[src/rtl/fmx_pkg.sv]
package fmx_pkg;

  typedef enum logic [2:0] {
    OWN_NONE   = 3'd0,
    OWN_CTL    = 3'd1,
    OWN_HOST   = 3'd2,
    OWN_LOADER = 3'd4
  } owner_e;

  typedef enum logic [1:0] {
    ST_IDLE = 2'd0,
    ST_WAIT = 2'd1,
    ST_OWN  = 2'd2
  } arb_st_e;

  localparam int CODE_W       = 3;
  localparam int CTL_REQ_BIT  = 4;
  localparam int HOST_REQ_BIT = 5;
  localparam int SEL_W        = 3;

  function automatic logic [SEL_W-1:0] owner_onehot(owner_e o);
    logic [SEL_W-1:0] s;
    case (o)
      OWN_CTL:    s = 3'b001;
      OWN_HOST:   s = 3'b010;
      OWN_LOADER: s = 3'b100;
      default:    s = 3'b000;
    endcase
    return s;
  endfunction

endpackage

[src/rtl/fmx_req_regs.sv]
module fmx_req_regs #(
  parameter int DATA_W = 32
) (
  input  logic              clk,
  input  logic              rst,
  input  logic              wr_en,
  input  logic [DATA_W-1:0] wdata,
  input  logic              loader_in,
  output logic              ctl_req,
  output logic              host_req,
  output logic              loader_req
);
  import fmx_pkg::*;

  always_ff @(posedge clk) begin
    if (rst) begin
      ctl_req    <= 1'b0;
      host_req   <= 1'b0;
      loader_req <= 1'b1;
    end else begin
      loader_req <= loader_in;
      if (wr_en) begin
        ctl_req  <= wdata[CTL_REQ_BIT];
        host_req <= wdata[HOST_REQ_BIT];
      end
    end
  end

endmodule

[src/rtl/fmx_arb_fsm.sv]
module fmx_arb_fsm #(
  parameter int GRANT_LAT = 4
) (
  input  logic            clk,
  input  logic            rst,
  input  logic            ctl_req,
  input  logic            host_req,
  input  logic            loader_req,
  output fmx_pkg::owner_e owner_d,
  output fmx_pkg::owner_e owner_q
);
  import fmx_pkg::*;

  localparam int LAT_W = (GRANT_LAT < 2) ? 1 : $clog2(GRANT_LAT);
  localparam logic [LAT_W-1:0] LAT_LOAD = LAT_W'(GRANT_LAT - 1);

  arb_st_e          st_q, st_d;
  owner_e           tgt_q, tgt_d;
  logic [LAT_W-1:0] cnt_q, cnt_d;

  function automatic logic req_of(owner_e o, logic c, logic h, logic l);
    case (o)
      OWN_CTL:    return c;
      OWN_HOST:   return h;
      OWN_LOADER: return l;
      default:    return 1'b0;
    endcase
  endfunction

  always_comb begin
    st_d    = st_q;
    tgt_d   = tgt_q;
    cnt_d   = cnt_q;
    owner_d = owner_q;
    case (st_q)
      ST_IDLE: begin
        if (loader_req || ctl_req || host_req) begin
          st_d  = ST_WAIT;
          cnt_d = LAT_LOAD;
          if (loader_req)   tgt_d = OWN_LOADER;
          else if (ctl_req) tgt_d = OWN_CTL;
          else              tgt_d = OWN_HOST;
        end
      end
      ST_WAIT: begin
        if (!req_of(tgt_q, ctl_req, host_req, loader_req)) begin
          st_d = ST_IDLE;
        end else if (cnt_q == '0) begin
          st_d    = ST_OWN;
          owner_d = tgt_q;
        end else begin
          cnt_d = cnt_q - 1'b1;
        end
      end
      default: begin
        if (!req_of(owner_q, ctl_req, host_req, loader_req)) begin
          st_d    = ST_IDLE;
          owner_d = OWN_NONE;
        end
      end
    endcase
  end

  always_ff @(posedge clk) begin
    if (rst) begin
      st_q    <= ST_OWN;
      tgt_q   <= OWN_LOADER;
      cnt_q   <= '0;
      owner_q <= OWN_LOADER;
    end else begin
      st_q    <= st_d;
      tgt_q   <= tgt_d;
      cnt_q   <= cnt_d;
      owner_q <= owner_d;
    end
  end

  // an owner whose request stays set keeps the flash
  a_r6_hold_ctl: assert property (@(posedge clk) disable iff (rst)
    (owner_q == OWN_CTL && ctl_req) |=> owner_q == OWN_CTL);
  a_r6_hold_host: assert property (@(posedge clk) disable iff (rst)
    (owner_q == OWN_HOST && host_req) |=> owner_q == OWN_HOST);
  // the loader holds while its synchronised request is high
  a_r2_hold_loader: assert property (@(posedge clk) disable iff (rst)
    (owner_q == OWN_LOADER && loader_req) |=> owner_q == OWN_LOADER);
  // a cleared request releases to idle on the next edge
  a_r4_release: assert property (@(posedge clk) disable iff (rst)
    (owner_q != OWN_NONE && !req_of(owner_q, ctl_req, host_req, loader_req))
    |=> owner_q == OWN_NONE);
  // no direct switch from one owner to another
  a_r7_via_idle: assert property (@(posedge clk) disable iff (rst)
    (owner_q != OWN_NONE) |=> (owner_q == OWN_NONE || owner_q == $past(owner_q)));
  // leaving idle never grants on the very next edge
  a_r7_idle_then_wait: assert property (@(posedge clk) disable iff (rst)
    (st_q == ST_IDLE) |=> owner_q == OWN_NONE);

endmodule

[src/rtl/fmx_sel_out.sv]
module fmx_sel_out (
  input  logic                   clk,
  input  logic                   rst,
  input  fmx_pkg::owner_e        owner_d,
  output logic [fmx_pkg::SEL_W-1:0] sel_q
);
  import fmx_pkg::*;

  always_ff @(posedge clk) begin
    if (rst) sel_q <= owner_onehot(OWN_LOADER);
    else     sel_q <= owner_onehot(owner_d);
  end

  // at most one master is selected
  a_r9_onehot: assert property (@(posedge clk) disable iff (rst) $onehot0(sel_q));

endmodule

[src/rtl/flash_owner_arbiter.sv]
module flash_owner_arbiter #(
  parameter int DATA_W    = 32,
  parameter int GRANT_LAT = 4
) (
  input  logic              clk,
  input  logic              rst,
  input  logic              loader_active,
  input  logic              reg_wr,
  input  logic [DATA_W-1:0] reg_wdata,
  output logic [DATA_W-1:0] reg_rdata,
  output logic [2:0]        flash_sel
);
  import fmx_pkg::*;

  logic   ctl_req, host_req, loader_req;
  owner_e owner_d, owner_q;

  fmx_req_regs #(.DATA_W(DATA_W)) u_req (
    .clk        (clk),
    .rst        (rst),
    .wr_en      (reg_wr),
    .wdata      (reg_wdata),
    .loader_in  (loader_active),
    .ctl_req    (ctl_req),
    .host_req   (host_req),
    .loader_req (loader_req)
  );

  fmx_arb_fsm #(.GRANT_LAT(GRANT_LAT)) u_fsm (
    .clk        (clk),
    .rst        (rst),
    .ctl_req    (ctl_req),
    .host_req   (host_req),
    .loader_req (loader_req),
    .owner_d    (owner_d),
    .owner_q    (owner_q)
  );

  fmx_sel_out u_sel (
    .clk     (clk),
    .rst     (rst),
    .owner_d (owner_d),
    .sel_q   (flash_sel)
  );

  always_comb begin
    reg_rdata               = '0;
    reg_rdata[CODE_W-1:0]   = owner_q;
    reg_rdata[CTL_REQ_BIT]  = ctl_req;
    reg_rdata[HOST_REQ_BIT] = host_req;
  end

  // select is empty exactly when the owner field reads idle
  a_r9_sel_matches_code: assert property (@(posedge clk) disable iff (rst)
    (flash_sel == 3'b000) == (reg_rdata[CODE_W-1:0] == 3'd0));
  // a write clearing both request bits leaves both request bits clear
  a_r8_req_from_write: assert property (@(posedge clk) disable iff (rst)
    (reg_wr && reg_wdata[CTL_REQ_BIT] == 1'b0 && reg_wdata[HOST_REQ_BIT] == 1'b0)
    |=> (reg_rdata[CTL_REQ_BIT] == 1'b0 && reg_rdata[HOST_REQ_BIT] == 1'b0));

endmodule

[config.mk]
export PLATFORM = sky130hd
export DESIGN_NAME = flash_owner_arbiter
export DESIGN_NICKNAME = d
export VERILOG_FILES = /design/src/rtl/fmx_pkg.sv /design/src/rtl/fmx_req_regs.sv /design/src/rtl/fmx_arb_fsm.sv /design/src/rtl/fmx_sel_out.sv /design/src/rtl/flash_owner_arbiter.sv
export SDC_FILE = /design/constraint.sdc
export NUM_CORES = 1
export LEC_CHECK = 0
export BUFFER_PORTS_ARGS = -buffer_cell sky130_fd_sc_hd__buf_2
export CAP_MARGIN = 20
export CELL_PAD_IN_SITES_DETAIL_PLACEMENT = 1
export CELL_PAD_IN_SITES_GLOBAL_PLACEMENT = 1
export CORE_MARGIN = 3
export CORE_UTILIZATION = 29
export CTS_CLUSTER_SIZE = 16
export DETAILED_ROUTE_END_ITERATION = 10
export GPL_TIMING_DRIVEN = 0
export PLACE_DENSITY_LB_ADDON = 0.25
export SYNTH_ARGS = -nofsm -noshare
export SYNTH_HDL_FRONTEND = slang
export SYNTH_SLANG_ARGS = --single-unit
[constraint.sdc]
create_clock -name clk -period 2.3 [get_ports clk]
set_clock_uncertainty 0.2 [all_clocks]
set_input_delay 0.46 -clock clk [delete_from_list [all_inputs] [get_ports clk]]
set_output_delay 0.46 -clock clk [all_outputs]
set_load 0.05 [all_outputs]
# ---- Word level (Yosys, flattened, before mapping)
# Index checks and enable logic that the tools add are counted.
dict set report op_classes {
  n_reduce_logical 9
  mux 20
  add_sub_neg 1
  eq_ne 15
}
# op count
set ops {}
lappend ops {{2-bit two-way mux} 8}
lappend ops {{3-bit two-way mux} 4}
lappend ops {{3-bit by 1-bit == test with 1-bit output, second input constant} 3}
lappend ops {{3-bit by 2-bit == test with 1-bit output, second input constant} 3}
lappend ops {{3-bit == test, second input constant} 3}
lappend ops {{3-bit case mux with 3 select lines} 1}
lappend ops {{2-bit case mux with 2 select lines} 2}
lappend ops {{1-bit case mux with 3 select lines} 2}
lappend ops {{3-bit case mux with 2 select lines} 1}
lappend ops {{2-bit zero test} 2}
lappend ops {{2-bit inequality test, second input constant} 2}
lappend ops {{4-bit AND reduction} 1}
lappend ops {{3-bit by 1-bit inequality test with 1-bit output, second input constant} 1}
lappend ops {{3-bit by 2-bit inequality test with 1-bit output, second input constant} 1}
lappend ops {{3-bit AND reduction} 1}
lappend ops {{2-bit by 1-bit == test with 1-bit output, second input constant} 1}
lappend ops {{1-bit logical OR} 2}
lappend ops {{1-bit two-way mux} 2}
lappend ops {{2-bit by 1-bit inequality test with 1-bit output, second input constant} 1}
lappend ops {{2-bit AND reduction} 1}
lappend ops {{2-bit nonzero test} 1}
lappend ops {{2-bit OR reduction} 1}
lappend ops {{2-bit by 1-bit subtractor with 2-bit output, second input constant} 1}
dict set report totals {
  register_bits 16
  wordCells 53
}

# ---- Logic depth before layout (Yosys ltp)
# Gate-level depths: netlist of run 1.
dict set report depth {
  ltp_word 7
  depth_mapped 6
  depth_no_buf 6
}

# ---- Hierarchy
# Synthesis of run 1 repeated with hierarchy kept, for this count alone.
dict set report unflattened {
  cells_unflattened 104
  area_unflattened_um2 977.2
}
# module seq_area_each_um2 area_per_inst_um2 instances cells_per_inst
set modules_own_cells {}
lappend modules_own_cells {fmx_arb_fsm 200.2 571.8 1 59}
lappend modules_own_cells {flash_owner_arbiter 0.0 221.5 1 30}
lappend modules_own_cells {fmx_req_regs 60.1 93.8 1 8}
lappend modules_own_cells {fmx_sel_out 60.1 90.1 1 7}

# ---- Least setup slack after synthesis of run 1
# No wires, ideal clock.
dict set report synth_timing {
  path_kind {register to register}
  from {register u_fsm.owner_q[0]}
  to {register u_sel.sel_q[2] in the netlist's numbering}
  required_time_ns 1.985
  path_slack_ns 0.427
  path_buffers 0
  stages_incl_launch_ff 5
  t_arrival_ns 1.558
  setup_ns 0.115
  path_cell_list {dfxtp_1 -> and4bb_1 -> o21ai_0 -> o22ai_1 -> a31o_1}
}
dict set report synth_between {
  elab_chain_len 7
  word_cells_on_any_way 13
  cone_classes {eq/ne (6); mux (7)}
}
# element line
set synth_rtl {}
lappend synth_rtl {{start: declaration} fmx_arb_fsm.sv:10} ;# output fmx_pkg::owner_e owner_q
lappend synth_rtl {{start signal: assignment} fmx_arb_fsm.sv:74} ;# owner_q <= owner_d;
lappend synth_rtl {{3-bit == test (tied with other cells)} fmx_arb_fsm.sv:22} ;# case (o)
lappend synth_rtl {{1-bit case mux with 3 select lines} fmx_arb_fsm.sv:22}
lappend synth_rtl {{1-bit two-way mux} fmx_arb_fsm.sv:35} ;# case (st_q)
lappend synth_rtl {{3-bit two-way mux} fmx_arb_fsm.sv:56} ;# if (!req_of(owner_q, ctl_req, host_req, loader_req)) begin
lappend synth_rtl {{3-bit case mux with 2 select lines (*)} fmx_arb_fsm.sv:35}
lappend synth_rtl {{3-bit == test (tied with other cells)} fmx_pkg.sv:23} ;# case (o)
lappend synth_rtl {{3-bit case mux with 3 select lines (*)} fmx_pkg.sv:23}
lappend synth_rtl {{end signal: assignment} fmx_sel_out.sv:10} ;# if (rst) sel_q <= owner_onehot(OWN_LOADER);
lappend synth_rtl {{end signal: assignment} fmx_sel_out.sv:11} ;# else sel_q <= owner_onehot(owner_d);
lappend synth_rtl {{end: declaration} fmx_sel_out.sv:5} ;# output logic [fmx_pkg::SEL_W-1:0] sel_q
# Mark *: on every way between the ends. The rest lies on a longest branch, timed or not. The select of a mux whose other input is x is not followed.
# A chain may end at the register's enable or synchronous reset.

# ---- Final worst setup path of run 1
dict set report layout_timing {
  from {register u_req.host_req}
  to {output port reg_rdata[5]}
}
# element line
set layout_lines {}
lappend layout_lines {{start: declaration} fmx_req_regs.sv:10} ;# output logic host_req,
lappend layout_lines {{start signal: assignment} fmx_req_regs.sv:24} ;# host_req <= wdata[HOST_REQ_BIT];
lappend layout_lines {{end: declaration} flash_owner_arbiter.sv:10} ;# output logic [DATA_W-1:0] reg_rdata,
# No word-level cell between the ends.

==> results.toml, run 1 <==
[status]
result_of_the_run = "finished clean"

[yosys]
synth_area_in_compound_gates_pct = 19.3
synth.cell_area_um2 = 1110
number_of_enable_flip_flop_cells_after_synthesis = 0
yosys-mux-area-fraction_pct = 2.71
synth.avg_cell_area_um2 = 9.33
xor_xnor_portion_of_the_synthesized_cell_area_pct = 0
dominant_combinational_cell_family_by_area_after_synthesis = "simple AND/OR/NAND/NOR gates"
ys_ff_latch = 16
synth_cells = 119
synth-simple-area-share_pct = 25.3
ys_types = 46
async_reset_ff_share_pct = 0
dominantRegCellSynth = "sky130_fd_sc_hd__dfxtp_1"
synthesis.yosys.warnings = 0
synth-seq-area-share_pct = 28.9
synth_fa_ha_area_share_pct = 1.13

[grt]
overflow_left_after_global_routing = 0
first_pass_grt_wire_length_mm = 4.19
grt_use_total_pct = 12.2
first_global_vias = 916
grt_antenna_before_repair = 0
grt_max_degree = 11

[timing]
period_minus_slack_ns = 1.86
maxSlewHeadroom_pct = 65.4
achievable-frequency_ghz = 0.538
final_max_slew_viol_count = 0
fin_crit_sh_pct = 80.8
tightestPinTransition_ns = 0.518
totalNegativeSetupSlack_ns = 0
timing_hold_violations_final = 0
rsz0062_at_grt = "no"
setup-violations-final = 0

[finish]
final_net_count = 200
nFillCells = 432
num_antenna_cells = 0
layout.cells.non_filler = 208
final_layout_size_suffix_gt1_share_pct = 38.3
layout-area-overhead-vs-synth_pct = 24.8
finish.instance_area_um2 = 1390

[cts]
tritoncts = "done"
numCtsBuffers = 3
post-cts-setup-buffers = 0
clock_tree.root_cell = "sky130_fd_sc_hd__clkbuf_8"
postCtsHoldBufs = 0
cts_sinks = 16
htree_num_levels = 1
clk_pin_slew_ns = 0.06
worstSkewPairLatency_ns = 0.25
clockBufferDepth = 2
ctsResizeCount = 0

[drt]
wl_met3_um = 112
drt_pass1_iterations = 4
met2_wire_length_mm = 1.23
drcViolationCount = 0
initialDrtViolationCount = 30
drt-met1-wl_mm = 1.13
vias_per_cell = 4.54
routed_wirelength_mm = 2.56
wl_per_cell_um = 12.3
dr.max_layer_used = "met4"
antenna_violating_nets_post_route = 0
route.vias.total = 945

[power_and_ir_drop]
clkPwrFrac_pct = 29.8
ir_worst_vdd_mv = 0.188
total_leakage_power_nw = 0.638
power.internal_w = 0.000532
sequential_share_of_power_pct = 37.2
comb_power_share_pct = 33.0
switching_power_w = 0.000313
p_sw_share_pct = 37.0
powerDensity_nw_per_um2 = 610

[die]
die-width_um = 67.9
die_area_um2 = 4600
floorplan.initialDensity_pct = 31.5
die_y_um = 67.9
core.rowCount = 21
core_area_um2 = 3520
boundaryPins = 71

[setup_path]
reg2reg_depth = 6
regToRegStartpoint = "u_fsm.cnt_q[0]"
setup_crit_end = "reg_rdata[5]"
crit_path_end_kind = "output port"
timing.critical_path.slowest_cell_delay_ns = 0.52
worstSetupPathType = "reg2out"
critical_path.startpoint = "u_req.host_req"
worst_r2r_endpoint = "u_sel.sel_q[2]"
required_ns = 1.64
worst-endpoint-arrival_ns = 1.20
worst_path_max_delay_cell = "sky130_fd_sc_hd__dfxtp_1"
cp_max_fo = 8
r2r_setup_slack_ns = 0.47
worstPathCellList = "buf_4, buf_2"
critical_path.startpoint_type = "register"

[placed_design]
globalplace.congestion = 0.818
dpl.cell_count = 204
dpl.hpwl_mm = 2.01
place.port_buffers = 13
placement.cell_area_um2 = 1330

[job]
max_cap_viol_count = 0

[worst_hold_path]
worst_hold_path.num_cells = 2
holdCritPathClass = "in2reg"
## power groups by stage
stage	clock [W]	sequential (W)	combinational, W
2_1_floorplan	0	0.000326	0.000234
3_3_place_gp	0	0.000319	0.000272
3_5_place_dp	0	0.000320	0.000277
4_1_cts	0.000261	0.000314	0.000278
5_1_grt	0.000272	0.000317	0.000300
6_report	0.000252	0.000314	0.000279
## flip-flops by register name, summed over array words and instances, names as in the netlist
register and flops:
u_fsm.owner_q 3, u_fsm.tgt_q 3, u_req.host_req 1, u_sel.sel_q 3, u_req.loader_req 1, u_fsm.st_q 2, u_fsm.cnt_q 2, u_req.ctl_req 1
## through the flow
step	setup slack, ns	hold slack (ns)	util [%]	total power (W)
CTS	0.440	0.183	39.3	0.000852
finish	0.442	0.185	39.3	0.000846
global route	0.321	0.188	39.3	0.000889
detailed placement	0.469	0.285	37.8	0.000597
global placement	0.495	0.264	37.8	0.000591
floorplan	0.427	0.252	-	0.000560
## layer usage
layer	vias up	track usage, %
li1	459	-
met1	452	14.8
met2	27	19.6
met3	7	1.97
met4	0	8.19
met5	-	0
## how the worst min path moves through the flow
stage	from	endpoint	slack, ns
after floorplan	u_fsm.cnt_q[1]	u_fsm.cnt_q[1]	0.25
after global placement	u_fsm.cnt_q[1]	u_fsm.cnt_q[1]	0.26
after detailed placement	u_fsm.cnt_q[1]	u_fsm.cnt_q[1]	0.28
after CTS	loader_active	u_req.loader_req	0.18
after global routing	loader_active	u_req.loader_req	0.19
final	loader_active	u_req.loader_req	0.18
## cell usage after synthesis (2+ instances only)
master | number | share of area, %
sky130_fd_sc_hd__nand2b_1 | 2 | 1.1
sky130_fd_sc_hd__o211ai_1 | 2 | 1.4
sky130_fd_sc_hd__nor3b_2 | 2 | 2.3
sky130_fd_sc_hd__nand3b_1 | 2 | 1.4
sky130_fd_sc_hd__and4bb_2 | 2 | 2.3
sky130_fd_sc_hd__o21ai_0 | 3 | 1.4
sky130_fd_sc_hd__nand4bb_1 | 2 | 2.0
sky130_fd_sc_hd__dfxtp_1 | 16 | 29
sky130_fd_sc_hd__a21oi_1 | 4 | 1.8
sky130_fd_sc_hd__nand2_1 | 2 | 0.68
sky130_fd_sc_hd__nor2_1 | 9 | 3.0
sky130_fd_sc_hd__buf_4 | 29 | 20
sky130_fd_sc_hd__o21a_1 | 2 | 1.4
sky130_fd_sc_hd__inv_1 | 6 | 2.0
sky130_fd_sc_hd__mux2i_1 | 3 | 2.7
sky130_fd_sc_hd__nor3_1 | 3 | 1.4
## kinds of logic after synthesis
family	Yosys count
buffers and inverters	37
and+or+nand+nor	35
AOI/OAI and AO/OA	26
DFF	16
muxes	3
adders and majority gates	1
other	1
## placed cells by master, fill, tap and decap left out, types with 3 or more instances in the layout
cell type                  synthesis  final
sky130_fd_sc_hd__buf_4            29     29
sky130_fd_sc_hd__conb_1            1     27
sky130_fd_sc_hd__dfxtp_1          16     16
sky130_fd_sc_hd__buf_2             0     13
sky130_fd_sc_hd__nor2_1            9      9
sky130_fd_sc_hd__inv_1             6      6
sky130_fd_sc_hd__a21oi_1           4      4
sky130_fd_sc_hd__clkbuf_8          0      4
sky130_fd_sc_hd__nor3_1            3      3
sky130_fd_sc_hd__o21ai_0           3      3
sky130_fd_sc_hd__mux2i_1           3      3
## cell type report
class / instances / area (µm²) / share of cell area, %
multi-input cells: 92 / 638 / 46.1
flip-flops and latches: 16 / 320 / 23.1
plain buffers: 31 / 226 / 16.4
repair buffers: 13 / 65.1 / 4.70
well taps: 46 / 57.6 / 4.16
clock buffers: 4 / 55.1 / 3.97
inverters: 6 / 22.5 / 1.63
## worst max-delay path, delay by kind of cell, from the launching register on
kind,cells,cell delay (ns)
flip-flops,1,0.52
buffers and inverters,2,0.42
No activity file was read; power rests on OpenSTA's default activity.
==> run 2, diff against run 1 <==
==> constraint.sdc (replaced) <==
create_clock -name clk -period 1.8 [get_ports clk]
set_clock_uncertainty 0.2 [all_clocks]
set_input_delay 0.36 -clock clk [delete_from_list [all_inputs] [get_ports clk]]
set_output_delay 0.36 -clock clk [all_outputs]
set_load 0.05 [all_outputs]
==> results.toml, run 2 (synthesis results as in run 1) <==
[status]
result_of_the_run = "finished clean"

[drt]
drcViolationCount = 0
route.vias.total = 936
initialDrtViolationCount = 56
vias_per_cell = 4.52
wl_per_cell_um = 13.5
routed_wirelength_mm = 2.79
antenna_violating_nets_post_route = 0
drt_pass1_iterations = 4

[power_and_ir_drop]
p_sw_share_pct = 38.2
ir_worst_vdd_mv = 0.304
powerDensity_nw_per_um2 = 739
sequential_share_of_power_pct = 38.8
total_leakage_power_nw = 0.640
switching_power_w = 0.000397
clkPwrFrac_pct = 25.3
power.internal_w = 0.000642
comb_power_share_pct = 35.9
total_power_w = 0.00104

[finish]
num_antenna_cells = 0
multiInputGateArea_um2 = 667
layout_top_registers = "u_fsm.owner_q x3, u_fsm.tgt_q x3, u_sel.sel_q x3"
final_net_count = 200
final_common_cell = "sky130_fd_sc_hd__buf_4"
final_layout_size_suffix_gt1_share_pct = 42.2
layout-area-overhead-vs-synth_pct = 26.7
mostFrequentLayoutCells = "29 x sky130_fd_sc_hd__buf_4, 27 x sky130_fd_sc_hd__conb_1, 13 x sky130_fd_sc_hd__buf_2"
nFillCells = 429
ff_latch_area_um2 = 327

[timing]
setup_slack_ns = 0.0757
timing_hold_violations_final = 0
setup-violations-final = 0
maxSlewHeadroom_pct = 64.2
tightestPinTransition_ns = 0.537
final_max_slew_viol_count = 0
period_minus_slack_ns = 1.72
achievable-frequency_ghz = 0.580
fin_crit_sh_pct = 95.8

[grt]
grt_use_total_pct = 12.4
grt_max_degree = 11
first_global_vias = 958
first_pass_grt_wire_length_mm = 4.42
grt_antenna_before_repair = 0
overflow_left_after_global_routing = 0

[placed_design]
place.port_buffers = 13
preCtsSetupSlack_ns = -0.0539
dpl.hpwl_mm = 2.03
globalplace.congestion = 0.818

[cts]
worstSkewPairLatency_ns = 0.25
tritoncts = "done"
numCtsBuffers = 3
htree_num_levels = 1
postCtsHoldBufs = 0
clockBufferDepth = 2
clock_tree.root_cell = "sky130_fd_sc_hd__clkbuf_8"
clk_pin_slew_ns = 0.06
cts_sinks = 16

[worst_hold_path]
holdCritPathClass = "in2reg"
min_from = "loader_active"

[job]
max_cap_viol_count = 0

[die]
core_area_um2 = 3520
die-width_um = 67.9
floorplan.initialDensity_pct = 31.5
core.rowCount = 21
die_y_um = 67.9
boundaryPins = 71
die_area_um2 = 4600

[setup_path]
critical_path.startpoint = "u_fsm.tgt_q[0]"
worstSetupPathType = "reg2reg"
cp_max_fo = 8
critical_path.startpoint_type = "register"
regToRegStartpoint = "u_fsm.tgt_q[0]"
crit_path_end_kind = "register"
worst-endpoint-arrival_ns = 1.67
required_ns = 1.74
-- run 2: final timing paths --
check / endpoint / slack, ns / depth (start not counted)
setup / recovery: u_sel.sel_q[2] / 0.08 / 4
hold / removal: u_req.loader_req / 0.09 / 2
setup reg to reg: u_sel.sel_q[2] / 0.08 / 4
hold reg to reg: u_fsm.cnt_q[0] / 0.32 / 2
-- run 2: through the flow --
stage / cell area (µm²) / utilization, % / cells / setup TNS [ns] / hold WS, ns
after global routing: 1410 / 39.9 / 207 / -0.0139 / 0.104
after CTS: 1390 / 39.3 / 207 / 0 / 0.0919
after detailed placement: 1330 / 37.8 / 204 / -0.128 / 0.281
after global placement: 1330 / 37.8 / 204 / -0.0123 / 0.264
final: 1410 / 39.9 / 207 / 0 / 0.0940
after floorplan: 1210 / - / 145 / 0 / 0.252
-- run 2: power by group through the flow --
stage	Combinational (W)	Clock (W)	Sequential, W
4_1_cts	0.000361	0.000269	0.000401
3_5_place_dp	0.000356	0	0.000409
5_1_grt	0.000397	0.000281	0.000408
6_report	0.000373	0.000263	0.000403
2_1_floorplan	0.000299	0	0.000416
3_3_place_gp	0.000347	0	0.000407
-- run 2: area by class of cell --
class | instances | share of cell area, %
flip-flops and latches | 16 | 23.2
inverters | 6 | 1.60
clock buffers | 3 | 2.94
well taps | 46 | 4.09
repair buffers | 13 | 4.63
multi-input cells | 92 | 47.4
plain buffers | 31 | 16.1
-- run 2: timing repair --
| item | CTS | global route |
|---|---|---|
| gates resized for setup | 2 | 7 |
| pin swaps | 0 | 2 |
| setup buffers | 0 | 0 |
| setup endpoints to repair | 4 | 6 |
-- run 2: routing by layer --
metal / global-route usage [%] / vias up / wire, µm
li1: - / 455 / -
met1: 15.5 / 445 / 1160
met2: 21.6 / 31 / 1450
met3: 1.15 / 5 / 116
met4: 5.21 / 0 / 55
met5: 0 / - / 0
-- run 2: worst max-delay path, cell delays in order (launching register included) --
cell                       delay [ns]
sky130_fd_sc_hd__dfxtp_1         0.44
sky130_fd_sc_hd__and4bb_4        0.26
sky130_fd_sc_hd__nor4_2          0.42
sky130_fd_sc_hd__a211oi_4        0.11
sky130_fd_sc_hd__a31o_1          0.19
